[src/rtl/ccd_hseq_pkg.sv]
package ccd_hseq_pkg;

    typedef enum logic [1:0] {
        SEQ_NONE  = 2'd0,
        SEQ_BLANK = 2'd1,
        SEQ_VOB   = 2'd2,
        SEQ_IMAGE = 2'd3
    } hseq_e;

    typedef struct packed {
        logic  clamp;
        logic  blank;
        hseq_e seq;
    } strobe_t;

    localparam strobe_t STROBE_IDLE = '{clamp: 1'b0, blank: 1'b1, seq: SEQ_BLANK};

    // Choose a horizontal sequence from the vertical position of the line.
    function automatic hseq_e pick_seq(
        input logic        valid,
        input int unsigned line,
        input int unsigned lead_lines,
        input int unsigned act_lines,
        input int unsigned tail_lines,
        input logic        tail_en
    );
        if (!valid)
            return SEQ_BLANK;
        if (line < lead_lines)
            return SEQ_VOB;
        if (line < lead_lines + act_lines)
            return SEQ_IMAGE;
        if (line < lead_lines + act_lines + tail_lines)
            return tail_en ? SEQ_VOB : SEQ_BLANK;
        return SEQ_BLANK;
    endfunction

    // Strobe levels for one pixel under a given sequence.
    function automatic strobe_t strobe_for(
        input hseq_e       seq,
        input int unsigned pix,
        input int unsigned tail_lo,
        input int unsigned line_len
    );
        strobe_t s;
        s.seq = seq;
        unique case (seq)
            SEQ_VOB: begin
                s.clamp = 1'b1;
                s.blank = 1'b0;
            end
            SEQ_IMAGE: begin
                s.clamp = (pix >= tail_lo) && (pix < line_len);
                s.blank = 1'b0;
            end
            default: begin
                s.seq   = SEQ_BLANK;
                s.clamp = 1'b0;
                s.blank = 1'b1;
            end
        endcase
        return s;
    endfunction

endpackage

[src/rtl/ccd_hseq_pix_ctr.sv]
module ccd_hseq_pix_ctr #(
    parameter int LINE_LEN = 96,
    parameter int PW       = $clog2(LINE_LEN + 1)
) (
    input  logic          clk,
    input  logic          rst,
    input  logic          line_start,
    output logic [PW-1:0] pix_nxt,
    output logic [PW-1:0] pix_q
);

    localparam logic [PW-1:0] PIX_END = PW'(LINE_LEN);

    always_comb begin
        if (line_start)
            pix_nxt = '0;
        else if (pix_q == PIX_END)
            pix_nxt = pix_q;
        else
            pix_nxt = pix_q + 1'b1;
    end

    always_ff @(posedge clk) begin
        if (rst)
            pix_q <= PIX_END;
        else
            pix_q <= pix_nxt;
    end

    // a line pulse makes the next position pixel 0
    assert_pix_restart_R2: assert property (@(posedge clk) disable iff (rst)
        line_start |=> (pix_q == '0));

    // the position never runs past the end of the line
    assert_pix_range_R9: assert property (@(posedge clk) disable iff (rst)
        pix_q <= PIX_END);

endmodule

[src/rtl/ccd_hseq_line_ctr.sv]
module ccd_hseq_line_ctr #(
    parameter int NUM_LINES = 15,
    parameter int LW        = $clog2(NUM_LINES + 1)
) (
    input  logic          clk,
    input  logic          rst,
    input  logic          line_start,
    input  logic          frame_start,
    output logic [LW-1:0] line_nxt,
    output logic [LW-1:0] line_q,
    output logic          valid_nxt,
    output logic          valid_q
);

    localparam logic [LW-1:0] LINE_END = LW'(NUM_LINES);

    always_comb begin
        valid_nxt = valid_q | frame_start;
        if (frame_start)
            line_nxt = '0;
        else if (line_start && (line_q != LINE_END))
            line_nxt = line_q + 1'b1;
        else
            line_nxt = line_q;
    end

    always_ff @(posedge clk) begin
        if (rst) begin
            line_q  <= LINE_END;
            valid_q <= 1'b0;
        end else begin
            line_q  <= line_nxt;
            valid_q <= valid_nxt;
        end
    end

    // a frame pulse restarts the frame at line 0
    assert_frame_restart_R10: assert property (@(posedge clk) disable iff (rst)
        frame_start |=> (line_q == '0) && valid_q);

    // the line index saturates one past the last line
    assert_line_range_R3: assert property (@(posedge clk) disable iff (rst)
        line_q <= LINE_END);

endmodule

[src/rtl/ccd_hseq_strobe_gen.sv]
module ccd_hseq_strobe_gen
    import ccd_hseq_pkg::*;
#(
    parameter int PW         = 7,
    parameter int LW         = 4,
    parameter int LEAD_LINES = 10,
    parameter int ACT_LINES  = 3,
    parameter int TAIL_LINES = 2,
    parameter int TAIL_LO    = 48,
    parameter int LINE_LEN   = 96
) (
    input  logic          clk,
    input  logic          rst,
    input  logic [PW-1:0] pix_nxt,
    input  logic [LW-1:0] line_nxt,
    input  logic          valid_nxt,
    input  logic          tail_en,
    output strobe_t       strobe_q
);

    hseq_e   seq_nxt;
    strobe_t strobe_nxt;

    always_comb begin
        seq_nxt    = pick_seq(valid_nxt, 32'(line_nxt), LEAD_LINES, ACT_LINES,
                              TAIL_LINES, tail_en);
        strobe_nxt = strobe_for(seq_nxt, 32'(pix_nxt), TAIL_LO, LINE_LEN);
    end

    always_ff @(posedge clk) begin
        if (rst)
            strobe_q <= STROBE_IDLE;
        else
            strobe_q <= strobe_nxt;
    end

    // the encoding 2'd0 is never produced
    assert_seq_legal_R4: assert property (@(posedge clk) disable iff (rst)
        strobe_q.seq != SEQ_NONE);

endmodule

[src/rtl/ccd_hseq_ctrl.sv]
module ccd_hseq_ctrl
    import ccd_hseq_pkg::*;
#(
    parameter int DUMMY_PIX     = 28,
    parameter int LEAD_OB_PIX   = 4,
    parameter int ACTIVE_PIX    = 640,
    parameter int TAIL_OB_PIX   = 48,
    parameter int LEAD_OB_LINES = 10,
    parameter int ACTIVE_LINES  = 480,
    parameter int TAIL_OB_LINES = 2
) (
    input  logic       clk,
    input  logic       rst,
    input  logic       line_start,
    input  logic       frame_start,
    input  logic       tail_ob_seq2_en,
    output logic       clamp_ob,
    output logic       pix_blank,
    output logic [1:0] seq_sel
);

    localparam int TAIL_LO    = DUMMY_PIX + LEAD_OB_PIX + ACTIVE_PIX;
    localparam int LINE_LEN   = TAIL_LO + TAIL_OB_PIX;
    localparam int IMG_FIRST  = LEAD_OB_LINES;
    localparam int TAIL_FIRST = LEAD_OB_LINES + ACTIVE_LINES;
    localparam int NUM_LINES  = TAIL_FIRST + TAIL_OB_LINES;
    localparam int PW         = $clog2(LINE_LEN + 1);
    localparam int LW         = $clog2(NUM_LINES + 1);

    logic [PW-1:0] pix_nxt, pix_q;
    logic [LW-1:0] line_nxt, line_q;
    logic          valid_nxt, frame_valid;
    strobe_t       strobe_q;

    ccd_hseq_pix_ctr #(
        .LINE_LEN (LINE_LEN),
        .PW       (PW)
    ) u_pix (
        .clk        (clk),
        .rst        (rst),
        .line_start (line_start),
        .pix_nxt    (pix_nxt),
        .pix_q      (pix_q)
    );

    ccd_hseq_line_ctr #(
        .NUM_LINES (NUM_LINES),
        .LW        (LW)
    ) u_line (
        .clk         (clk),
        .rst         (rst),
        .line_start  (line_start),
        .frame_start (frame_start),
        .line_nxt    (line_nxt),
        .line_q      (line_q),
        .valid_nxt   (valid_nxt),
        .valid_q     (frame_valid)
    );

    ccd_hseq_strobe_gen #(
        .PW         (PW),
        .LW         (LW),
        .LEAD_LINES (LEAD_OB_LINES),
        .ACT_LINES  (ACTIVE_LINES),
        .TAIL_LINES (TAIL_OB_LINES),
        .TAIL_LO    (TAIL_LO),
        .LINE_LEN   (LINE_LEN)
    ) u_strobe (
        .clk       (clk),
        .rst       (rst),
        .pix_nxt   (pix_nxt),
        .line_nxt  (line_nxt),
        .valid_nxt (valid_nxt),
        .tail_en   (tail_ob_seq2_en),
        .strobe_q  (strobe_q)
    );

    assign clamp_ob  = strobe_q.clamp;
    assign pix_blank = strobe_q.blank;
    assign seq_sel   = strobe_q.seq;

    // no frame yet, so only the blanking pattern is allowed
    assert_preframe_idle_R1: assert property (@(posedge clk) disable iff (rst)
        !frame_valid |-> (seq_sel == SEQ_BLANK) && !clamp_ob && pix_blank);

    // blanking pattern strobes
    assert_blank_pattern_R5: assert property (@(posedge clk) disable iff (rst)
        (seq_sel == SEQ_BLANK) |-> !clamp_ob && pix_blank);

    // whole-line clamp on dark lines
    assert_vob_pattern_R6: assert property (@(posedge clk) disable iff (rst)
        (seq_sel == SEQ_VOB) |-> clamp_ob && !pix_blank);

    // image-line clamp confined to the trailing dark pixels
    assert_image_clamp_R7: assert property (@(posedge clk) disable iff (rst)
        ((seq_sel == SEQ_IMAGE) && clamp_ob) |->
            (32'(pix_q) >= TAIL_LO) && (32'(pix_q) < LINE_LEN));

    assert_image_noblank_R7: assert property (@(posedge clk) disable iff (rst)
        (seq_sel == SEQ_IMAGE) |-> !pix_blank);

    // leading dark lines and image lines map to their sequences
    assert_lead_region_R4: assert property (@(posedge clk) disable iff (rst)
        (frame_valid && (32'(line_q) < IMG_FIRST)) |-> (seq_sel == SEQ_VOB));

    assert_image_region_R4: assert property (@(posedge clk) disable iff (rst)
        (frame_valid && (32'(line_q) >= IMG_FIRST) && (32'(line_q) < TAIL_FIRST))
            |-> (seq_sel == SEQ_IMAGE));

    // trailing dark lines follow the configuration bit
    assert_tail_cfg_R8: assert property (@(posedge clk) disable iff (rst)
        (frame_valid && (32'(line_q) >= TAIL_FIRST) && (32'(line_q) < NUM_LINES))
            |-> (seq_sel == ($past(tail_ob_seq2_en) ? SEQ_VOB : SEQ_BLANK)));

    // past the last line only blanking remains
    assert_after_frame_R3: assert property (@(posedge clk) disable iff (rst)
        (32'(line_q) == NUM_LINES) |-> (seq_sel == SEQ_BLANK));

endmodule

[config.mk]
export PLATFORM = sky130hd
export DESIGN_NAME = ccd_hseq_ctrl
export DESIGN_NICKNAME = d
export VERILOG_FILES = /design/src/rtl/ccd_hseq_pkg.sv /design/src/rtl/ccd_hseq_pix_ctr.sv /design/src/rtl/ccd_hseq_line_ctr.sv /design/src/rtl/ccd_hseq_strobe_gen.sv /design/src/rtl/ccd_hseq_ctrl.sv
export SDC_FILE = /design/constraint.sdc
export NUM_CORES = 1
export LEC_CHECK = 0
export ABC_AREA = 1
export BUFFER_PORTS_ARGS = -buffer_cell sky130_fd_sc_hd__buf_4
export CAP_MARGIN = 20
export CORE_MARGIN = 8
export CORE_UTILIZATION = 40
export CTS_BUF_LIST = sky130_fd_sc_hd__clkbuf_8
export DETAILED_ROUTE_END_ITERATION = 10
export HOLD_SLACK_MARGIN = 0.08
export SETUP_SLACK_MARGIN = 0.15
export SYNTH_ARGS = -nofsm -noshare
export SYNTH_HDL_FRONTEND = slang
export SYNTH_SLANG_ARGS = --single-unit
[constraint.sdc]
create_clock -name clk -period 2.7 [get_ports clk]
set_clock_uncertainty 0.2 [all_clocks]
set_input_delay 0.135 -clock clk [delete_from_list [all_inputs] [get_ports clk]]
set_output_delay 0.135 -clock clk [all_outputs]
set_load 0.03 [all_outputs]
---- Yosys cells after proc, flatten, opt, wreduce, memory -nomap -nowiden ----
Cells that the tools add are included.
W data, S select, Z words.
operators by class
  add/sub/neg operators ................... 2
  magnitude comparators ................... 5
  equal/unequal tests ..................... 4
  multiplexer cells ....................... 23
  bitwise logic cells ..................... 2
  reductions and logical operators ........ 4
operator list
  kind                     count
  $mux W10                 2
  $lt A9 B9 Y1 const B     2
  $mux W2                  9
  $mux W9                  2
  $add A10 B1 Y10 const B  1
  $eq A10 B10 Y1 const B   1
  $ge A10 B10 Y1 const B   1
  $lt A10 B10 Y1 const B   1
  $add A9 B1 Y9 const B    1
  $lt A9 B4 Y1 const B     1
  $mux W1                  9
  $ne A9 B9 Y1 const B     1
  $eq A2 B2 Y1 const B     2
  $pmux W2 S2              1
  $reduce_or A2 Y1         2
  $logic_and A1 B1 Y1      2
  $not A1 Y1               1
  $or A1 B1 Y1             1
word-level totals
  flip-flop bits (word level) ............. 24

---- Depth between registers and ports, before layout ----
Gate-level depths: netlist of the first run.
  word-level depth ........................ 20
  mapped depth ............................ 15
  gate-level depth less buffers ........... 15

---- By module ----
From an unflattened synthesis of the first run, not the netlist that was laid out.
second synthesis, totals
  cell total of the unflattened synthesis .. 241
  area, all modules ....................... 1620.3 µm²
modules (own cells, without submodules)
  module               times used  cells each  area an instance (µm²)
  ccd_hseq_line_ctr    1           102         719.4
  ccd_hseq_pix_ctr     1           101         649.4
  ccd_hseq_strobe_gen  1           38          251.5

---- Worst setup path after synthesis of the first run ----
OpenSTA, ideal clock, no wires.
  path kind ............................... register to register
  from .................................... register u_line.line_q[0]
  to ...................................... register u_strobe.strobe_q[3] (netlist name)
  setup time .............................. 114 ps
  arrival ................................. 1655 ps
  required time ........................... 2386 ps
  slack ................................... 731 ps
  cell stages (with the launch flop) ...... 15
  cells stage by stage .................... dfxtp_1 > inv_1 > ha_1 > nand2_1 > nor2_4 > a21oi_1 > nand2_1 > nand2_1 > nand2_1 > nor2_1 > nand2_1 > nor2_1 > nand2_1 > nand3_2 > a21oi_2
on the way
  cells in the longest elaborated chain, start to end .. 15
  elaborated cells on any way between the ends .. 27
  those cells by class .................... add/sub (1); order compare (3); eq/ne (3); mux (19); reduce/logical (1)
ends and longest elaborated chain
  what                                                                   RTL line                 source
  start, declared                                                        ccd_hseq_line_ctr.sv:10  output logic [LW-1:0] line_q,
  start signal, assigned                                                 ccd_hseq_line_ctr.sv:32  line_q <= line_nxt;
  parallel branches: the longest is 2 deep, another holds $add A9 B1 Y9  -
  $mux W9 (*)                                                            ccd_hseq_line_ctr.sv:21  else if (line_start && (line_q != LINE_END))
  $mux W9 (*)                                                            ccd_hseq_line_ctr.sv:19  if (frame_start)
  $lt A9 B9 Y1                                                           ccd_hseq_pkg.sv:33       if (line < lead_lines + act_lines + tail_lines)
  $mux W1 (2 in series)                                                  ccd_hseq_pkg.sv:33
  $mux W1                                                                ccd_hseq_pkg.sv:31       if (line < lead_lines + act_lines)
  $mux W1                                                                ccd_hseq_pkg.sv:29       if (line < lead_lines)
  $mux W2                                                                ccd_hseq_pkg.sv:35       return SEQ_BLANK;
  $mux W2                                                                ccd_hseq_pkg.sv:33
  $mux W2 (*)                                                            ccd_hseq_pkg.sv:31
  $mux W2 (*)                                                            ccd_hseq_pkg.sv:29
  $eq A2 B2 Y1                                                           ccd_hseq_pkg.sv:47       unique case (seq)
  $pmux W2 S2 (*)                                                        ccd_hseq_pkg.sv:47
Mark *: on every way between the ends. The select of a mux whose other input is x is not followed.
A chain may end at the register's enable or synchronous reset.

---- Worst setup path after layout of the first run ----
  from .................................... register u_line.line_q[0]
  to ...................................... register u_strobe.strobe_q[3] (netlist name)
on the way
  cells in the longest elaborated chain, start to end .. 15
  elaborated cells on any way between the ends .. 27
  those cells by class .................... add/sub (1); order compare (3); eq/ne (3); mux (19); reduce/logical (1)
ends and longest elaborated chain
  what                                                                   RTL line
  parallel branches: the longest is 2 deep, another holds $add A9 B1 Y9  -
  $mux W9 (*)                                                            ccd_hseq_line_ctr.sv:21
  $mux W9 (*)                                                            ccd_hseq_line_ctr.sv:19
  $lt A9 B9 Y1                                                           ccd_hseq_pkg.sv:33
  $mux W1 (2 in series)                                                  ccd_hseq_pkg.sv:33
  $mux W1                                                                ccd_hseq_pkg.sv:31
  $mux W1                                                                ccd_hseq_pkg.sv:29
  $mux W2                                                                ccd_hseq_pkg.sv:35
  $mux W2                                                                ccd_hseq_pkg.sv:33
  $mux W2 (*)                                                            ccd_hseq_pkg.sv:31
  $mux W2 (*)                                                            ccd_hseq_pkg.sv:29
  $eq A2 B2 Y1                                                           ccd_hseq_pkg.sv:47
  $pmux W2 S2 (*)                                                        ccd_hseq_pkg.sv:47
Marks and branches as above.

==> results of run 1 <==
==> flip-flops by register name, summed over array words and instances (netlist names) <==
signal,count
u_line.line_q,9
u_line.valid_q,1
u_pix.pix_q,10
u_strobe.strobe_q,4
==> timing repair <==
item | CTS | global route
hold buffers | 4 | 0
hold endpoints to repair | 14 | 0
endpoints found under the setup margin | 0 | 0
==> cell usage in the layout (no fill, tap or decap), drive strengths merged <==
| cell | instances |
|---|---|
| a21oi | 8 |
| buf | 8 |
| clkbuf | 4 |
| dfxtp | 24 |
| dlygate4sd3 | 4 |
| ha | 4 |
| inv | 31 |
| nand2 | 71 |
| nand3 | 19 |
| nand3b | 1 |
| nand4 | 4 |
| nor2 | 28 |
| nor3 | 7 |
| o211ai | 2 |
| o21ai | 6 |
| xnor2 | 1 |
| xor2 | 4 |
==> cells by family after synthesis <==
logic type               after synthesis  share of synthesized area (%)
AO/OA/AOI/OAI                         16                           6.90
XOR/XNOR                               5                           3.09
adder cells (fa/ha/maj)                4                           3.54
buffers and inverters                 34                           9.37
flip-flops                            24                           34.0
AND/OR/NAND/NOR                      130                           43.1
==> through the flow <==
| stage | cell area [um^2] | setup slack (ns) |
|---|---|---|
| 6_report | 1610 | 0.511 |
| 5_1_grt | 1610 | 0.220 |
| 4_1_cts | 1610 | 0.499 |
| 3_5_place_dp | 1520 | 0.520 |
| 3_3_place_gp | 1520 | 0.561 |
| 2_1_floorplan | 1420 | 0.731 |
==> power breakdown <==
group | internal [mW] | total [mW] | switching, mW | leakage [nW]
sequential | 0.374 | 0.392 | 0.0180 | 0.199
clock | 0.130 | 0.238 | 0.108 | 0.0288
combinational | 0.0510 | 0.139 | 0.0883 | 0.571
total | 0.555 | 0.770 | 0.215 | 0.798
==> final timing paths <==
path	from	end	slack, ns	depth (start not counted)
hold reg to reg	u_line.valid_q	u_line.valid_q	0.26	2
hold / removal	u_line.valid_q	u_line.valid_q	0.26	2
setup / recovery	u_line.line_q[0]	u_strobe.strobe_q[3]	0.51	14
setup reg to reg	u_line.line_q[0]	u_strobe.strobe_q[3]	0.51	14
==> routing by layer <==
layer  GRT usage (%)  vias up  routed length, um
li1                -      691                  -
met1            14.2      560               1500
met2            18.9       17               1220
met3            2.37        2                 89
met4            2.56        0                 20
met5               0        -                  0
==> cell type report <==
type | count | area [um^2] | share of cell area (%)
inverters | 31 | 116 | 7.22
flip-flops and latches | 24 | 480 | 29.8
well taps | 46 | 57.6 | 3.57
clock buffers | 4 | 55.1 | 3.42
multi-input cells | 155 | 802 | 49.8
repair buffers | 12 | 100 | 6.21
==> worst max-delay path: cells and delay by family, from the launching register on <==
kind	cells	cell delay (ns)
AO/OA/AOI/OAI	2	0.31
adder cells (fa/ha/maj)	1	0.21
buffers and inverters	1	0.12
flip-flops	1	0.38
AND/OR/NAND/NOR	10	0.89
==> summary by stage, run 1 <==
Status
The flow ran to the end, and the final reports show no timing, DRC or antenna violations.

Global route
The initial antenna violation count came to 0. The largest net degree at the start of global routing is 14. The global-route wire length before repair is 5090 um. The number of global-route vias before repair is 1239. Summed over all layers, the global routing overflow is 0. The overall track demand over capacity in global routing is 11.2%.

Floorplan
The floorplan step set the die height to 75.5 um. The die area is 0.00570 mm^2. Pin placement for this block handled 9 I/O pins. The overall die width is approximately 75 um. The starting utilization of the core area is roughly 42%. The number of core rows is 21.

The core region is 0.00336 mm^2.

Detailed routing
The first detailed-routing pass took 4 iterations. The wire length reported by the detailed router is 2830 um. Using the TritonRoute via totals, the vias-per-cell ratio works out to between 4 and 5. The number of violations reported at the end of detailed-routing iteration 0 is between 70 and 80.

The count of vias placed by the detailed router is 1270. The wire length per cell after detailed routing is about 10 um. The number of routed nets with antenna violations is 0. The remaining routing DRC violations is 0.

Worst setup path
The critical setup path kind is flip-flop to flip-flop. The cell seen most often among critical-path stages is nand2_1. The kind of capture point of the worst setup path is a flip-flop. STA classifies the critical path startpoint as a flip-flop. Data arrives at the worst endpoint at 2.15 ns. The cell type of the slowest stage on the worst timing path is dfxtp_1. Walking the worst path, the cells encountered are inv_1 > ha_1 > nand2_1 > nor2_4 > a21oi_1 > nand2_1 > nand2_1 > nand2_1 > nor2_1 > nand2_1 > nor2_1 > nand2_1 > nand3_2 > a21oi_2. In this run the worst path has a maximum fanout of 5. At the worst endpoint, the required time is 2.66 ns.

For this run, the slowest stage of the critical path takes 0.38 ns.

Pwr
The total power after layout is 770 uW. The cell leakage power is 0.798 nW. Across the VDD grid, the largest voltage drop is 0.000328 V. The power per standard cell area is ~480 mW/mm^2.

Final layout
The number of antenna diodes in the final layout is 0. The post-route core utilization is 47.9%. The layout has 368 filler cells. The fraction of layout instances using a drive strength above 1 is 13.7%. Relative to the synthesized area, the layout overhead comes to 13.9%. The non-filler instance count after layout is approximately 270. The number of nets in the layout is 236.

Synth
The synthesized flop and latch total is 24. Of all flip-flops after synthesis, the portion carrying an async set or reset was 0%. Yosys attributes the largest share of cell area to dfxtp_1 34%, nand2_1 18%, inv_1 7.7%.

The sequential cell area fraction in the yosys report is 34.0%. The post-synthesis cell type with the largest combined area is dfxtp_1. Yosys printed 0 warnings. The share of the synthesized area in the top cell type is 34.0%. The most common flop cell mapped by yosys is dfxtp_1. The cell area after synthesis is 0.00142 mm^2. The average instance in the mapped netlist occupies between 6 and 7 um^2.

By count the netlist is led by 66 x nand2_1, 29 x inv_1, 24 x dfxtp_1, 24 x nor2_1, 16 x nand3_1. The number of distinct library cells after synthesis is 28. nand2_1 is the most common cell in the netlist. After technology mapping, the gate count stands at 213. Yosys mapped a number of flops with a built-in enable equal to 0. The post-synthesis net count is 222.

Clocking
In this run, post-CTS repair resized a total of 0 instances. The number of setup buffers added after CTS is 0. The clock tree from TritonCTS is done. The clock buffer count from CTS is 3. In this run the deepest clock path goes through 2 buffers. CTS built an H-tree with a depth of 1. The cell chosen for the clock root is clkbuf_8. The clock network latency to the later pin of the worst-skew pair is 0.26 ns. Clock-pin slew was measured on the worst setup and hold paths at around 0.080 ns. For this design, the sink count on the clock tree is 24.

STA
The final hold slack is between 0.2 and 0.3 ns. The peak clock frequency supported by timing is 0.457 GHz. The final critical-path required period is around 2.2 ns. The headroom to the max-slew limit is 72.0%. The max-slew violation count is 0. The final-report hold violation count is 0. The worst path uses 81.1% of the clock period. In the final timing run, aggregate negative setup slack is 0 ns. Setup repair after global routing left no endpoint under its margin. Setup violations remaining at the end of the flow were counted as 0. For the pin with the worst max-slew slack, the measured transition is approximately 0.42 ns.

Placed design
The HPWL reported at the end of detailed placement is 2220 um. The number of port buffers is 8. At the end of routability-driven placement, the weighted congestion stood at 0.819. Including well taps, the total number of placed cells is 264.

Flow run
The max capacitance violation total is 0.

Min path
The class of the tightest hold or removal check is flip-flop to flip-flop.
(Power assumes the default switching activity.)
==> run 2: changes to the inputs <==
==> constraint.sdc (replaced) <==
create_clock -name clk -period 2.05 [get_ports clk]
set_clock_uncertainty 0.2 [all_clocks]
set_input_delay 0.1025 -clock clk [delete_from_list [all_inputs] [get_ports clk]]
set_output_delay 0.1025 -clock clk [all_outputs]
set_load 0.03 [all_outputs]
==> summary by stage, run 2 (synthesis gave the netlist of run 1 again) <==
Final layout
The flip-flop count of the largest register after layout is 10 (unchanged). The area growth from synthesis to layout is 28.6%. The area of all placed cells without fillers was 0.00182 mm^2 (+13%). The number of nets in the layout is 247 (+4.7%). The sequential cell area in the final layout is 488 um^2 (+1.6%).

The count of fill cells added during filler insertion is 349 (-5.2%). The register with the highest flop count is u_pix.pix_q. The number of inserted diodes is 0 (unchanged). The fraction of layout instances using a drive strength above 1 came to 30.8% (+17 points). In the layout the commonest cells are 51 x nand2_1, 27 x inv_1, 21 x nor2_1, 18 x nand2_2, 18 x dfxtp_1.

In the final layout, the registers with the most flip-flops are u_pix.pix_q (10), u_line.line_q (9), u_strobe.strobe_q (4). The area taken by multi-input logic gates is 910 um^2 (+13%). The most frequent standard cell in the layout excluding fill and tap cells is nand2_1.

Worst setup path
The arrival time at the worst endpoint is 1.96 ns (-0.19 ns). The worst setup path is captured at a flip-flop. The worst setup path is of the flip-flop to flip-flop kind. The kind of start point of the critical path is a flip-flop. The maximum fanout along the worst path is 8 (+3). The critical path required time came to 2.01 ns (-0.65 ns).

Detailed routing
The count of vias placed by the detailed router is 1345 (+5.9%). The routed via count divided by cell count is 4.75 (+1.8%). The wire length reported by the detailed router came to 3190 um (+13%).

The number of detailed-routing iterations run before antenna repair is 4 (unchanged). The remaining routing DRC violations is 0 (unchanged). The number of routed nets with antenna violations came to 0 (unchanged).

The number of violations reported at the end of detailed-routing iteration 0 is 73 (-2.7%). The wire length per cell after detailed routing is 11.3 um (+8.3%).

Placed design
The placement-stage cell area is 0.00154 mm^2 (+1.2%). The HPWL reported at the end of detailed placement came to 2220 um (about the same). The number of port buffers was 8 (unchanged). The weighted congestion reported at the end of routability-driven placement came to 0.816 (-0.43%).

STA
The final critical-path share of the clock period was 97.4% (+16 points). The final critical-path required period is 2.00 ns (-0.192 ns). The actual slew at the worst max-slew pin is 0.511 ns (+0.0921 ns). The final-report hold violation count came to 0 (unchanged).

The peak clock frequency supported by timing is 0.501 GHz (+9.6%). The headroom to the max-slew limit is 65.9% (-6.2 points). The max-slew violation count was 0 (unchanged).

Setup repair after global routing could not meet its margin everywhere. The number of setup violations in the final report is 0 (unchanged).

Global route
The global route total overflow was 0 (unchanged). The initial antenna violation count is 0 (unchanged). The global-route wire length before repair is 5290 um (+3.8%). The overall track demand over capacity in global routing came to 11.8% (+0.63 points). The number of global-route vias before repair is 1223 (-1.3%).

The largest net degree at the start of global routing is 14 (unchanged).

Min path
In this run the worst hold path is classified as input port to flip-flop.

Floorplan
The starting utilization of the core area is 42.1% (unchanged). The overall die width is 75.5 um (unchanged). The number of core rows was 21 (unchanged). The die area is 0.00570 mm^2 (unchanged). The count of pins on the block boundary is 9 (unchanged). The floorplan die height is 75.5 um (unchanged). The area inside the core boundary was 0.00336 mm^2 (unchanged).

Status
The run finished with clean final reports.

Clocking
The clock tree from TritonCTS is done. The CTS clock-pin slew for the worst setup and hold paths was 0.08 ns (about the same). The clock network latency to the later pin of the worst-skew pair was 0.26 ns (about the same). The depth of the CTS H-tree is 1 (unchanged). The number of buffers on the longest clock path is 2 (unchanged). The TritonCTS sink count is 24 (unchanged). The cell chosen for the clock root is clkbuf_8.

The clock buffer count from CTS came to 3 (unchanged).

Pwr
The peak supply drop is 0.000364 V (+11%). The cell leakage power is 0.875 nW (+9.6%). The power per standard cell area is 589 mW/mm^2 (+23%). The total power after layout is 1.07 mW (+39%).

Flow run
The max capacitance violation total was 0 (unchanged).
-- run 2: cell types whose count changed in the layout (fill, tap and decap cells not counted), sizes merged --
cell | previous run | this run
buf | 8 | 17
dlygate4sd3 | 4 | 5
dlymetal6s4s | 0 | 1
-- run 2: path summary, 6_finish.rpt --
| kind | start | to | slack [ns] | cells past startpoint |
|---|---|---|---|---|
| worst min register to register | u_pix.pix_q[1] | u_pix.pix_q[1] | 0.30 | 2 |
| worst max-delay path | u_line.line_q[1] | u_strobe.strobe_q[3] | 0.05 | 15 |
| worst min-delay path | line_start | u_strobe.strobe_q[3] | 0.11 | 5 |
| worst max register to register | u_line.line_q[1] | u_strobe.strobe_q[3] | 0.05 | 15 |
-- run 2: layout make-up --
type                            count  area share [%]
Sequential cell                    24            26.8
Clock buffer                        4            3.03
Tap cell                           46            3.16
Timing Repair Buffer               23            10.5
Inverter                           31            6.53
Multi-Input combinational cell    155            50.0
-- run 2: metrics by stage --
stage	util [%]	instances	setup WS [ns]	setup TNS [ns]	hold WS (ns)
finish	54.1	283	0.0531	0	0.110
global route	54.1	283	-0.0830	-0.230	0.139
CTS	51.7	279	0.0872	0	0.112
detailed placement	45.6	266	-0.0184	-0.0315	0.153
global placement	45.6	266	-0.0347	-0.0631	0.138
floorplan	-	213	0.151	0	-0.0251
-- run 2: metal layers --
| metal | share of wire (%) | global-route usage [%] |
|---|---|---|
| met5 | 0 | 0 |
| met4 | 1.2 | 4.05 |
| met3 | 5.1 | 3.55 |
| met2 | 45 | 19.3 |
| met1 | 48 | 14.4 |
-- run 2: critical path, cell delays in order, from the launching register on --
cell	delay, ns
dfxtp_2	0.34
inv_2	0.08
ha_4	0.13
nand2_2	0.06
nor2_4	0.15
nand2_4	0.11
nand2_8	0.12
nand2_2	0.05
nand2_2	0.08
nand2_2	0.06
nor2_1	0.12
nand2_1	0.08
nor2_2	0.13
nand2_2	0.08
nand3_4	0.07
a21oi_2	0.03
-- run 2: timing repair --
item                       CTS  global route
hold endpoints to repair    15             0
hold buffers                 6             0
setup endpoints to repair    4             5
gates resized for setup     24            15
pin swaps                   13            10
buffers inserted             3             4
-- run 2: power by group --
group          internal (mW)  total, mW  switching [mW]
clock network          0.171      0.316           0.144
logic                 0.0943      0.237           0.142
registers              0.494      0.520          0.0254
total                  0.760       1.07           0.312
